--- src/rtl/dac_wr_pkg.sv ---
package dac_wr_pkg;

  typedef enum logic [2:0] {
    ST_IDLE,
    ST_SETUP1,
    ST_STROBE1,
    ST_GAP,
    ST_SETUP2,
    ST_STROBE2,
    ST_DONE
  } wr_state_e;

  localparam logic [1:0] LOC_IDLE   = 2'b00;
  localparam logic [1:0] LOC_FIRST  = 2'b01;
  localparam logic [1:0] LOC_SECOND = 2'b10;

endpackage

--- src/rtl/dac_byte_packer.sv ---
module dac_byte_packer #(
  parameter int WORD_W = 12,
  parameter int BYTE_W = 8
) (
  input  logic [WORD_W-1:0] word_i,
  input  logic              left_i,
  output logic [BYTE_W-1:0] first_o,
  output logic [BYTE_W-1:0] second_o
);

  localparam int LO_W  = WORD_W - BYTE_W;
  localparam int PAD_W = BYTE_W - LO_W;

  logic [BYTE_W-1:0] left_first, left_second, right_first, right_second;

  assign left_second = word_i[WORD_W-1:LO_W];
  assign right_first = word_i[BYTE_W-1:0];

  generate
    if (PAD_W == 0) begin : g_no_pad
      assign left_first   = word_i[LO_W-1:0];
      assign right_second = word_i[WORD_W-1:BYTE_W];
    end else begin : g_pad
      assign left_first   = {word_i[LO_W-1:0], {PAD_W{1'b0}}};
      assign right_second = {{PAD_W{1'b0}}, word_i[WORD_W-1:BYTE_W]};
    end
  endgenerate

  assign first_o  = left_i ? left_first  : right_first;
  assign second_o = left_i ? left_second : right_second;

endmodule

--- src/rtl/dac_phase_timer.sv ---
module dac_phase_timer #(
  parameter int CNT_W = 4
) (
  input  logic             clk_i,
  input  logic             rst_ni,
  input  logic             clear_i,
  input  logic [CNT_W-1:0] len_i,
  output logic             last_o
);

  logic [CNT_W-1:0] cnt_q;

  always_ff @(posedge clk_i or negedge rst_ni) begin
    if (!rst_ni)      cnt_q <= '0;
    else if (clear_i) cnt_q <= '0;
    else              cnt_q <= cnt_q + 1'b1;
  end

  assign last_o = (cnt_q == len_i - 1'b1);

  // phase count never runs past the selected length
  p_cnt_in_phase_r7: assert property (@(posedge clk_i) disable iff (!rst_ni)
    cnt_q < len_i);

endmodule

--- src/rtl/dac_byte_writer.sv ---
module dac_byte_writer
  import dac_wr_pkg::*;
#(
  parameter int WORD_W     = 12,
  parameter int BYTE_W     = 8,
  parameter int ADDR_SETUP = 20,
  parameter int CS_WIDTH   = 20,
  parameter int DATA_SETUP = 10
) (
  input  logic              clk_i,
  input  logic              rst_ni,
  input  logic              in_valid_i,
  output logic              in_ready_o,
  input  logic [WORD_W-1:0] in_word_i,
  input  logic              just_left_i,
  output logic              dac_cs_no,
  output logic [1:0]        dac_addr_o,
  output logic [BYTE_W-1:0] dac_data_o,
  output logic              done_o
);

  localparam int STROBE_LEN = (CS_WIDTH > DATA_SETUP) ? CS_WIDTH : DATA_SETUP;
  localparam int MAX_LEN    = (STROBE_LEN > ADDR_SETUP) ? STROBE_LEN : ADDR_SETUP;
  localparam int CNT_W      = $clog2(MAX_LEN + 1);
  localparam logic [CNT_W-1:0] SETUP_LEN  = CNT_W'(ADDR_SETUP);
  localparam logic [CNT_W-1:0] STROBE_CNT = CNT_W'(STROBE_LEN);
  localparam logic [CNT_W-1:0] ONE_LEN    = CNT_W'(1);

  wr_state_e         state_q, state_d;
  logic [WORD_W-1:0] word_q;
  logic              left_q;
  logic [CNT_W-1:0]  len;
  logic              last, clear;
  logic [BYTE_W-1:0] byte_first, byte_second;

  dac_byte_packer #(.WORD_W(WORD_W), .BYTE_W(BYTE_W)) i_packer (
    .word_i  (word_q),
    .left_i  (left_q),
    .first_o (byte_first),
    .second_o(byte_second)
  );

  dac_phase_timer #(.CNT_W(CNT_W)) i_timer (
    .clk_i  (clk_i),
    .rst_ni (rst_ni),
    .clear_i(clear),
    .len_i  (len),
    .last_o (last)
  );

  always_comb begin
    unique case (state_q)
      ST_SETUP1, ST_SETUP2:   len = SETUP_LEN;
      ST_STROBE1, ST_STROBE2: len = STROBE_CNT;
      default:                len = ONE_LEN;
    endcase
  end

  assign clear = (state_q == ST_IDLE) || last;

  always_comb begin
    state_d = state_q;
    unique case (state_q)
      ST_IDLE:    if (in_valid_i) state_d = ST_SETUP1;
      ST_SETUP1:  if (last) state_d = ST_STROBE1;
      ST_STROBE1: if (last) state_d = ST_GAP;
      ST_GAP:     state_d = ST_SETUP2;
      ST_SETUP2:  if (last) state_d = ST_STROBE2;
      ST_STROBE2: if (last) state_d = ST_DONE;
      ST_DONE:    state_d = ST_IDLE;
      default:    state_d = ST_IDLE;
    endcase
  end

  always_ff @(posedge clk_i or negedge rst_ni) begin
    if (!rst_ni) begin
      state_q <= ST_IDLE;
      word_q  <= '0;
      left_q  <= 1'b0;
    end else begin
      state_q <= state_d;
      if (state_q == ST_IDLE && in_valid_i) begin
        word_q <= in_word_i;
        left_q <= just_left_i;
      end
    end
  end

  logic first_phase, second_phase;
  assign first_phase  = state_q inside {ST_SETUP1, ST_STROBE1, ST_GAP};
  assign second_phase = state_q inside {ST_SETUP2, ST_STROBE2, ST_DONE};

  assign in_ready_o = (state_q == ST_IDLE);
  assign dac_cs_no  = !(state_q inside {ST_STROBE1, ST_STROBE2});
  assign done_o     = (state_q == ST_DONE);
  assign dac_addr_o = first_phase ? LOC_FIRST : (second_phase ? LOC_SECOND : LOC_IDLE);
  assign dac_data_o = first_phase ? byte_first : (second_phase ? byte_second : '0);

  // low-pulse length tracker for the width check
  logic [CNT_W-1:0] low_run_q;
  always_ff @(posedge clk_i or negedge rst_ni) begin
    if (!rst_ni)        low_run_q <= '0;
    else if (dac_cs_no) low_run_q <= '0;
    else                low_run_q <= low_run_q + 1'b1;
  end

  p_ready_quiet_r2: assert property (@(posedge clk_i) disable iff (!rst_ni)
    in_ready_o |-> dac_cs_no && !done_o);

  p_hold_low_r6: assert property (@(posedge clk_i) disable iff (!rst_ni)
    (!dac_cs_no && $past(!dac_cs_no)) |-> $stable(dac_addr_o) && $stable(dac_data_o));

  p_setup_before_fall_r6: assert property (@(posedge clk_i) disable iff (!rst_ni)
    $fell(dac_cs_no) |-> $stable(dac_addr_o) && $stable(dac_data_o) && dac_addr_o != LOC_IDLE);

  p_pulse_width_r7: assert property (@(posedge clk_i) disable iff (!rst_ni)
    $rose(dac_cs_no) |-> low_run_q == STROBE_CNT);

  p_hold_after_rise_r8: assert property (@(posedge clk_i) disable iff (!rst_ni)
    $rose(dac_cs_no) |-> $stable(dac_addr_o) && $stable(dac_data_o));

  p_done_after_second_r9: assert property (@(posedge clk_i) disable iff (!rst_ni)
    done_o |-> $past(!dac_cs_no) && dac_addr_o == LOC_SECOND);

  p_ready_after_done_r9: assert property (@(posedge clk_i) disable iff (!rst_ni)
    done_o |=> in_ready_o && !done_o);

  p_first_loc_r3: assert property (@(posedge clk_i) disable iff (!rst_ni)
    (in_ready_o && in_valid_i) |=> dac_addr_o == LOC_FIRST);

endmodule

--- config.mk ---
export PLATFORM = sky130hd
export DESIGN_NAME = dac_byte_writer
export DESIGN_NICKNAME = d
export VERILOG_FILES = /design/src/rtl/dac_wr_pkg.sv /design/src/rtl/dac_byte_packer.sv /design/src/rtl/dac_phase_timer.sv /design/src/rtl/dac_byte_writer.sv
export SDC_FILE = /design/constraint.sdc
export NUM_CORES = 1
export LEC_CHECK = 0
export CAP_MARGIN = 20
export CORE_ASPECT_RATIO = 1.5
export CORE_UTILIZATION = 52
export DETAILED_ROUTE_END_ITERATION = 16
export PLACE_DENSITY = 0.92
export REMOVE_ABC_BUFFERS = 1
export SLEW_MARGIN = 20
export SYNTH_ARGS = -nofsm -noshare
export SYNTH_HDL_FRONTEND = slang
export SYNTH_SLANG_ARGS = --single-unit
--- constraint.sdc ---
create_clock -name clk_i -period 2.55 [get_ports clk_i]
set_clock_uncertainty 0.05 [all_clocks]
set_input_delay 0.3825 -clock clk_i [delete_from_list [all_inputs] [get_ports clk_i]]
set_output_delay 0.3825 -clock clk_i [all_outputs]
set_load 0.03 [all_outputs]
Yosys cells after proc, flatten, opt, wreduce, memory -nomap -nowiden --
Index checks and enable logic that the tools add are counted.
Word-level totals: bits in registers 21, input port bits 16, output and inout port bits 13, logic and storage cells 41
Cells by class: $add $sub $neg 2, eq/ne operators 12, multiplexer cells 14, reduce and logical (&&, ||, !) cells 9
Operators with widths (count):
- two-way mux 8 bit | 4
- one-hot mux 3 bit (6 select lines) | 1
- two-way mux 3 bit | 5
- two-way mux 5 bit | 2
- != test 2 bit, second input constant | 5
- equality test 3 bit, second input constant | 3
- equality test 3 x 2 -> 1 bit, second input constant | 2
- nonzero test 3 bit | 2
- adder 5 x 1 -> 5 bit, second input constant | 1
- equality test 5 bit | 1
- AND reduction 5 bit | 1
- subtractor 5 x 1 -> 5 bit, second input constant | 1
- two-way mux 2 bit | 2
- OR reduction 4 bit | 1
- equality test 3 x 1 -> 1 bit, second input constant | 1
- logical NOT 3 bit | 1
- nonzero test 2 bit | 1
- logical AND 1 bit | 1
- logical NOT 1 bit | 1
- logical OR 1 bit | 1

Logic depth before layout (Yosys ltp) --
Gate-level depths: netlist of run 1.
word-level depth 7, mapped depth 5, depth with buffers taken out 4

Cells and area by module --
Synthesis of run 1 repeated with hierarchy kept, for this count alone.
Second synthesis, totals: cell total of the unflattened synthesis 136, area, all modules 1437.6 µm²
By module, submodules not included:
- dac_byte_writer | instances 1, cells each 85, area each 938.4 µm², seq. area each 400.4 µm²
- dac_phase_timer | instances 1, cells each 33, area each 325.3 µm², seq. area each 125.1 µm²
- dac_byte_packer | instances 1, cells each 18, area each 173.9 µm², seq. area each 0.0 µm²

Worst setup path before layout of run 1 --
OpenSTA, ideal clock, no wires.
path kind reg2out, from register state_q[1], to output port dac_data_o[0], data arrival time 1.949 ns, required time 2.118 ns, slack 0.168 ns, stages on the path, launching flop included 5, buffers on the path 1, cells stage by stage dfrtp_1 buf_2 a21boi_2 a22oi_1 o21ai_0
Between the ends: cells in the longest elaborated chain, start to end 4, elaborated cells between the ends (all ways) 10, classes of those cells 6 x eq/ne; 2 x mux; 2 x reduce/logical
Ends and longest elaborated chain:
- start: declaration | RTL line dac_byte_writer.sv:29 | wr_state_e state_q, state_d;
- start signal: assignment | RTL line dac_byte_writer.sv:81 | state_q <= state_d;
- equality test 3 bit | RTL line dac_byte_writer.sv:91 | assign second_phase = state_q inside {ST_SETUP2, ST_STROBE2, ST_DONE};
- nonzero test 3 bit | RTL line dac_byte_writer.sv:91
- two-way mux 8 bit | RTL line dac_byte_writer.sv:97 | assign dac_data_o = first_phase ? byte_first : (second_phase ? byte_second : '0);
- two-way mux 8 bit * | RTL line dac_byte_writer.sv:97
- end: declaration | RTL line dac_byte_writer.sv:18 | output logic [BYTE_W-1:0] dac_data_o,
Mark *: on every way between the ends. The rest lies on a longest branch, timed or not.

Worst setup path after layout of run 1 --
from register state_q[0], to output port dac_data_o[5]
The elaborated chain is that of the path after synthesis.

==> results of run 1 <==
what timing repair did:
item / in CTS / in global routing
gates resized for setup: 4 / 5
gates cloned: 0 / 0
setup buffers: 0 / 0
hold buffers: 0 / 0
pin swaps: 0 / 0
setup endpoints to repair: 8 / 5
cell families after synthesis:
| family | synth area share, % |
|---|---|
| muxes | 19.8 |
| and+or+nand+nor | 14.8 |
| DFF | 44.4 |
| buffers and inverters | 5.18 |
| AOI/OAI and AO/OA | 12.5 |
| adders and majority gates | 1.06 |
| xor gates and xnor gates | 2.22 |
power groups by stage:
| stage | logic [W] | registers [W] | clock network [W] |
|---|---|---|---|
| final | 0.0000762 | 0.000353 | 0.000149 |
| after detailed placement | 0.0000784 | 0.000359 | 0 |
| after CTS | 0.0000778 | 0.000353 | 0.000159 |
| after global placement | 0.0000765 | 0.000359 | 0 |
| after floorplan | 0.0000338 | 0.000357 | 0 |
| after global routing | 0.0000816 | 0.000354 | 0.000172 |
routing by layer:
layer  global-route usage, %  part of all wire [%]  vias up
li1                        -                     -      424
met1                    22.0                    41      424
met2                    37.1                    54       25
met3                    2.20                   4.4        2
met4                    7.14                  0.48        0
met5                       0                     0        -
cell usage in the layout (no fill, tap or decap), drive strengths merged, types with 2 or more instances in the layout:
master / netlist / final
clkdlybuf4s50: 0 / 21
buf: 6 / 4
or2: 2 / 2
mux2i: 5 / 5
nand2: 5 / 5
clkbuf: 1 / 4
xor2: 2 / 2
o21ai: 4 / 4
a22oi: 5 / 5
mux2: 13 / 13
nor2b: 4 / 4
dlymetal6s2s: 0 / 5
nor3: 5 / 5
dlygate4sd2: 0 / 2
dfrtp: 21 / 21
nand3: 7 / 7
nor2: 4 / 4
cell type report:
cell class	count	share of cell area [%]
well taps	22	1.83
repair buffers	32	21.2
inverters	1	0.249
multi-input cells	70	40.0
flip-flops and latches	21	34.9
clock buffers	4	1.74
synth_stat cells (2+ instances only):
cell / number / area [um^2]
nand3_1: 7 / 35.0
buf_2: 3 / 15.0
mux2_4: 10 / 150
a22oi_1: 5 / 37.5
nor3_1: 5 / 25.0
mux2_2: 3 / 33.8
mux2i_1: 5 / 50.1
nor2b_1: 3 / 18.8
xor2_1: 2 / 17.5
o21ai_0: 4 / 20.0
nand2_1: 5 / 18.8
or2_4: 2 / 17.5
dfrtp_1: 21 / 526
nor2_1: 4 / 15.0
state kept, by name (all words and copies together) (netlist names):
register       count
word_q            12
i_timer.cnt_q      5
state_q            3
left_q             1
stage by stage:
step	hold slack (ns)	instances	power [W]	utilization (%)
floorplan	0.0369	92	0.000390	-
global placement	0.443	146	0.000435	70.4
detailed placement	0.451	146	0.000438	70.4
CTS	0.381	150	0.000589	72.0
global route	0.401	150	0.000608	72.6
finish	0.377	150	0.000578	72.6
worst register-to-register path, cell delays in order (launching register included):
cell and delay [ns]:
dfrtp_1 0.44, buf_4 0.20, or2_4 0.27, nor2b_4 0.42, mux2_2 0.40
final timing paths:
| check | startpoint | end | cells past startpoint |
|---|---|---|---|
| max in group asynchronous | rst_ni | state_q[0]$_DFFE_PN0P_ | 2 |
| worst max register to register | state_q[1]$_DFFE_PN0P_ | word_q[9]$_DFFE_PN0P_ | 4 |
| min in group clk_i | word_q[2]$_DFFE_PN0P_ | word_q[2]$_DFFE_PN0P_ | 1 |
| worst max-delay path | state_q[0]$_DFFE_PN0P_ | dac_data_o[5] | 4 |
| worst min register to register | word_q[2]$_DFFE_PN0P_ | word_q[2]$_DFFE_PN0P_ | 1 |
| worst min-delay path | rst_ni | word_q[4]$_DFFE_PN0P_ | 2 |
==> reports/results.txt, run 1 <==
placer congestion estimate -> 0.759
number of global-route vias before repair -> 829
final worst setup slack -> 0.0787 ns
post-route clock period utilization -> 96.9%
fin nets -> 146
Die H -> 60.4 um
Die Span X -> 40.9 um
CORE AREA -> 2080 um^2
DIE AREA -> 2470 um^2
Detail Route Antenna Nets -> 0
Clk Latency, worst-skew pair -> 0.29 ns
Site Rows -> 20
sequential fraction of the synthesis area -> 44.4%
Post-DP Area -> 1460 um^2
Synth Cell Area -> 1180 um^2
Final Max Tran Viols -> 0
Multi-input gate area -> 603 um^2
post-route cell area -> 1510 um^2
top_reg_cell synth -> dfrtp_1
Clock power frac -> 25.8%
I/O pin total -> 29
Arr. time, crit path -> 2.04 ns
global-route wire length before repair -> 3450 um
yosys warns -> 0
wire length per cell -> 15.4 um
slew margin rel. -> 67.3%
Overflow after GRT -> 0
Logic pwr share -> 13.2%
setup_tns -> 0 ns
CTS H-tree depth -> 1
ratio of cells with drive above 1 in the final layout -> 21.9%
Setup crit end kind -> output port
Lkg Pwr -> 0.729 nW
Syn-to-layout area delta -> 27.5%
First-pass DRT Iterations -> 4
clock sink count -> 21
Sw Ratio -> 22.2%
Register Area -> 527 um^2
Top delay family on crit path -> buffers and inverters
critical path data required time -> 2.12 ns
RSZ-0062 raised after global routing -> no
Avg Cell Area, Syn -> 11.9 um^2
Num CTS Buffers -> 3
GR Util All Layers -> 20.1%
Routed Wire Length -> 2320 um
status -> complete, no violations
measured slew at the worst slew-check pin -> 0.490 ns
pin count of the biggest net entering global routing -> 22
Critical Path, Cell by Cell -> a21boi_4 > a22oi_1 > mux2i_1 > clkdlybuf4s50_1
Crit path buffers/inverters -> 1
deepest clock path buffer count -> 2
clock root cell -> clkbuf_4
drt drc -> 0
Post-synth ARST share -> 100%
max_cap viols -> 0
crit path max fanout -> 9
post-synthesis cell type count -> 34
Final Hold Fails -> 0
pre-CTS setup slack -> 0.223 ns
Post-synth EDFFs -> 0
CTS tree -> built
Max stage delay cell, worst path -> clkdlybuf4s50_1
crit path kind -> flip-flop to output port
PwrDens -> 383 nW/um^2
vias per inst -> 5.83
Net Sw Power -> 0.000128 W
CP peak stage delay -> 0.68 ns
routed vias -> 875
Final min period -> 2.47 ns
fmax -> 0.405 GHz
synthesized instance count -> 99
Worst-path clk slew -> 0.10 ns
R2R setup slack -> 0.68 ns
Initial Utilization -> 56.9%
initial antenna violation count -> 0
Iter 0 DRT Violations -> 11
share of total power in sequential cells -> 61.0%
internal power -> 0.000450 W
Max rail drop VDD -> 0.258 mV
number of port buffers -> 28
dpl hpwl -> 1740 um
Worst Hold Class -> primary input to asynchronous set/reset pin
antenna cells -> 0
FF+latch count, synth -> 21
element type at the critical path start -> flip-flop
Fill cells -> 138
final setup violation count -> 0
Power figures use the tool's default switching activity.
==> run 2, diff against run 1 <==
- REMOVE_ABC_BUFFERS: 1 -> not set
==> run 2 against run 1 <==
Global-route usage up 1.2 points. Highest routed layer unchanged. Register-to-register slack is essentially flat. Critical endpoint unchanged. Via count down 1.6%.
==> reports/results.txt, run 2 (synthesized netlist as in run 1, its figures left out) <==
fmax -> 0.418 GHz (was 0.405 GHz)
I/O pin total -> 29 (unchanged)
Die Span X -> 40.9 um (unchanged)
PostCTS Resize Cnt -> 9 (was 4)
Site Rows -> 20 (unchanged)
Net Sw Power -> 0.000132 W (was 0.000128 W)
Worst-path clk slew -> 0.10 ns (about the same)
routed vias -> 861 (was 875)
internal power -> 0.000447 W (was 0.000450 W)
Final Max Tran Viols -> 0 (unchanged)
DIE AREA -> 2470 um^2 (unchanged)
CTS H-tree depth -> 1 (unchanged)
Max rail drop VDD -> 0.348 mV (was 0.258 mV)
Overflow after GRT -> 0 (unchanged)
crit path max fanout -> 13 (was 9)
global-route wire length before repair -> 3590 um (was 3450 um)
Clock power frac -> 26.4% (was 25.8%)
clock root cell -> clkbuf_4 (unchanged)
Syn-to-layout area delta -> 25.1% (was 27.5%)
GR met1 Demand/Resource -> 22.6% (was 22.0%)
initial antenna violation count -> 0 (unchanged)
GR Util All Layers -> 21.3% (was 20.1%)
antenna cells -> 0 (unchanged)
clock sink count -> 21 (unchanged)
Largest register FFs -> 12 (unchanged)
Critical Path, Cell by Cell -> buf_4 > o21ba_2 > a22oi_1 > mux2i_1 > dlygate4sd2_1 (was a21boi_4 > a22oi_1 > mux2i_1 > clkdlybuf4s50_1)
post-route cell area -> 1480 um^2 (was 1510 um^2)
Worst Hold Class -> primary input to asynchronous set/reset pin (unchanged)
most common cell after layout, fill and taps aside -> dfrtp_1 (was clkdlybuf4s50_1)
Worst Hold Slack -> 0.370 ns (was 0.377 ns)
hold bufs inserted after CTS -> 0 (unchanged)
met2 usage in global routing -> 39.3% (was 37.1%)
status -> complete, no violations (unchanged)
max_cap viols -> 0 (unchanged)
grt met3 use -> 2.93% (was 2.20%)
CORE AREA -> 2080 um^2 (unchanged)
Total Power -> 0.000580 W (was 0.000578 W)
CP peak stage delay -> 0.42 ns (was 0.68 ns)
Sw Ratio -> 22.8% (was 22.2%)
dpl hpwl -> 1810 um (was 1740 um)
crit path kind -> flip-flop to output port (unchanged)
Fill cells -> 163 (was 138)
Final Hold Fails -> 0 (unchanged)
share of total power in sequential cells -> 60.9% (was 61.0%)
PwrDens -> 392 nW/um^2 (was 383 nW/um^2)
Top delay family on crit path -> buffers and inverters (unchanged)
Crit path buffers/inverters -> 2 (was 1)
fin nets -> 145 (was 146)
Die H -> 60.4 um (unchanged)
CTS tree -> built (unchanged)
Final min period -> 2.39 ns (was 2.47 ns)
ratio of cells with drive above 1 in the final layout -> 20.5% (was 21.9%)
pin count of the biggest net entering global routing -> 22 (unchanged)
number of port buffers -> 28 (unchanged)
Setup crit end kind -> output port (unchanged)
setup_tns -> 0 ns (unchanged)
critical path data required time -> 2.12 ns (about the same)
final setup violation count -> 0 (unchanged)
deepest clock path buffer count -> 2 (unchanged)
Initial Utilization -> 56.9% (unchanged)
Iter 0 DRT Violations -> 24 (was 11)
Post-DP Area -> 1460 um^2 (about the same)
# Post-CTS Setup Buffers -> 0 (unchanged)
element type at the critical path start -> flip-flop (unchanged)
Detail Route Antenna Nets -> 0 (unchanged)
post-route clock period utilization -> 93.8% (was 96.9%)
Logic pwr share -> 12.7% (was 13.2%)
slew margin rel. -> 67.6% (was 67.3%)
First-pass DRT Iterations -> 4 (unchanged)
most frequent cells in the layout -> dfrtp_1 (21), clkdlybuf4s50_1 (20), mux2_4 (10) (was clkdlybuf4s50_1 (21), dfrtp_1 (20), mux2_4 (10))
Clk Latency, worst-skew pair -> 0.30 ns (was 0.29 ns)
Routed Wire Length -> 2340 um (was 2320 um)
Arr. time, crit path -> 1.96 ns (was 2.04 ns)
Max stage delay cell, worst path -> dfrtp_1 (was clkdlybuf4s50_1)
drt drc -> 0 (unchanged)
placer congestion estimate -> 0.817 (was 0.759)
measured slew at the worst slew-check pin -> 0.485 ns (was 0.490 ns)
Largest regs -> word_q (12), i_timer.cnt_q (5), state_q (3) (unchanged)
wire length per cell -> 15.7 um (was 15.4 um)
Lkg Pwr -> 0.672 nW (was 0.729 nW)
gr busiest metal -> met2 (unchanged)
syn nets -> 116
Biggest register -> word_q (unchanged)
number of global-route vias before repair -> 888 (was 829)
RSZ-0062 raised after global routing -> no (unchanged)
Num CTS Buffers -> 3 (unchanged)
vias per inst -> 5.78 (was 5.83)
run 2: cell types whose count changed in the layout (fill, tap and decap cells not counted), sizes merged:
cell / change
buf: -1
dlygate4sd2: +6
dlymetal6s2s: -5
clkdlybuf4s50: -1
run 2: power by group through the flow:
stage / Clock, W / Combinational (W) / Sequential (W)
3_5_place_dp: 0 / 0.0000783 / 0.000360
4_1_cts: 0.000157 / 0.0000748 / 0.000353
3_3_place_gp: 0 / 0.0000771 / 0.000359
2_1_floorplan: 0 / 0.0000358 / 0.000355
6_report: 0.000153 / 0.0000738 / 0.000353
5_1_grt: 0.000175 / 0.0000797 / 0.000354
run 2: final timing paths:
check                                       start  cells past startpoint                      to  slack (ns)
min                                        rst_ni                      2   word_q[3]$_DFFE_PN0P_        0.37
max in group asynchronous                  rst_ni                      2   word_q[7]$_DFFE_PN0P_        1.88
min reg2reg                word_q[11]$_DFFE_PN0P_                      1  word_q[11]$_DFFE_PN0P_        0.47
max reg2reg                state_q[1]$_DFFE_PN0P_                      4   word_q[7]$_DFFE_PN0P_        0.69
max                        state_q[1]$_DFFE_PN0P_                      5           dac_data_o[5]        0.16
min in group clk_i         word_q[11]$_DFFE_PN0P_                      1  word_q[11]$_DFFE_PN0P_        0.47
run 2: per-stage QoR:
| step | worst slack, ns | std cells | utilization (%) |
|---|---|---|---|
| 2_1_floorplan | 0.168 | 99 | - |
| 3_3_place_gp | 0.289 | 145 | 70.1 |
| 3_5_place_dp | 0.169 | 145 | 70.1 |
| 4_1_cts | 0.165 | 149 | 71.2 |
| 5_1_grt | 0.0536 | 149 | 71.2 |
| 6_report | 0.158 | 149 | 71.2 |
run 2: area by class of cell:
| type | count | area (um^2) | share of cell area (%) |
|---|---|---|---|
| Inverter | 1 | 3.75 | 0.254 |
| Multi-Input combinational cell | 70 | 603 | 40.8 |
| Sequential cell | 21 | 526 | 35.5 |
| Tap cell | 22 | 27.5 | 1.86 |
| Clock buffer | 4 | 26.3 | 1.78 |
| Timing Repair Buffer | 31 | 293 | 19.8 |
run 2: routing by layer:
| layer | vias up | share of wire (%) | wire length (um) |
|---|---|---|---|
| met5 | - | 0 | 0 |
| met4 | 0 | 1.2 | 27 |
| met3 | 4 | 4.4 | 104 |
| met2 | 25 | 53 | 1240 |
| met1 | 415 | 41 | 964 |
| li1 | 417 | - | - |
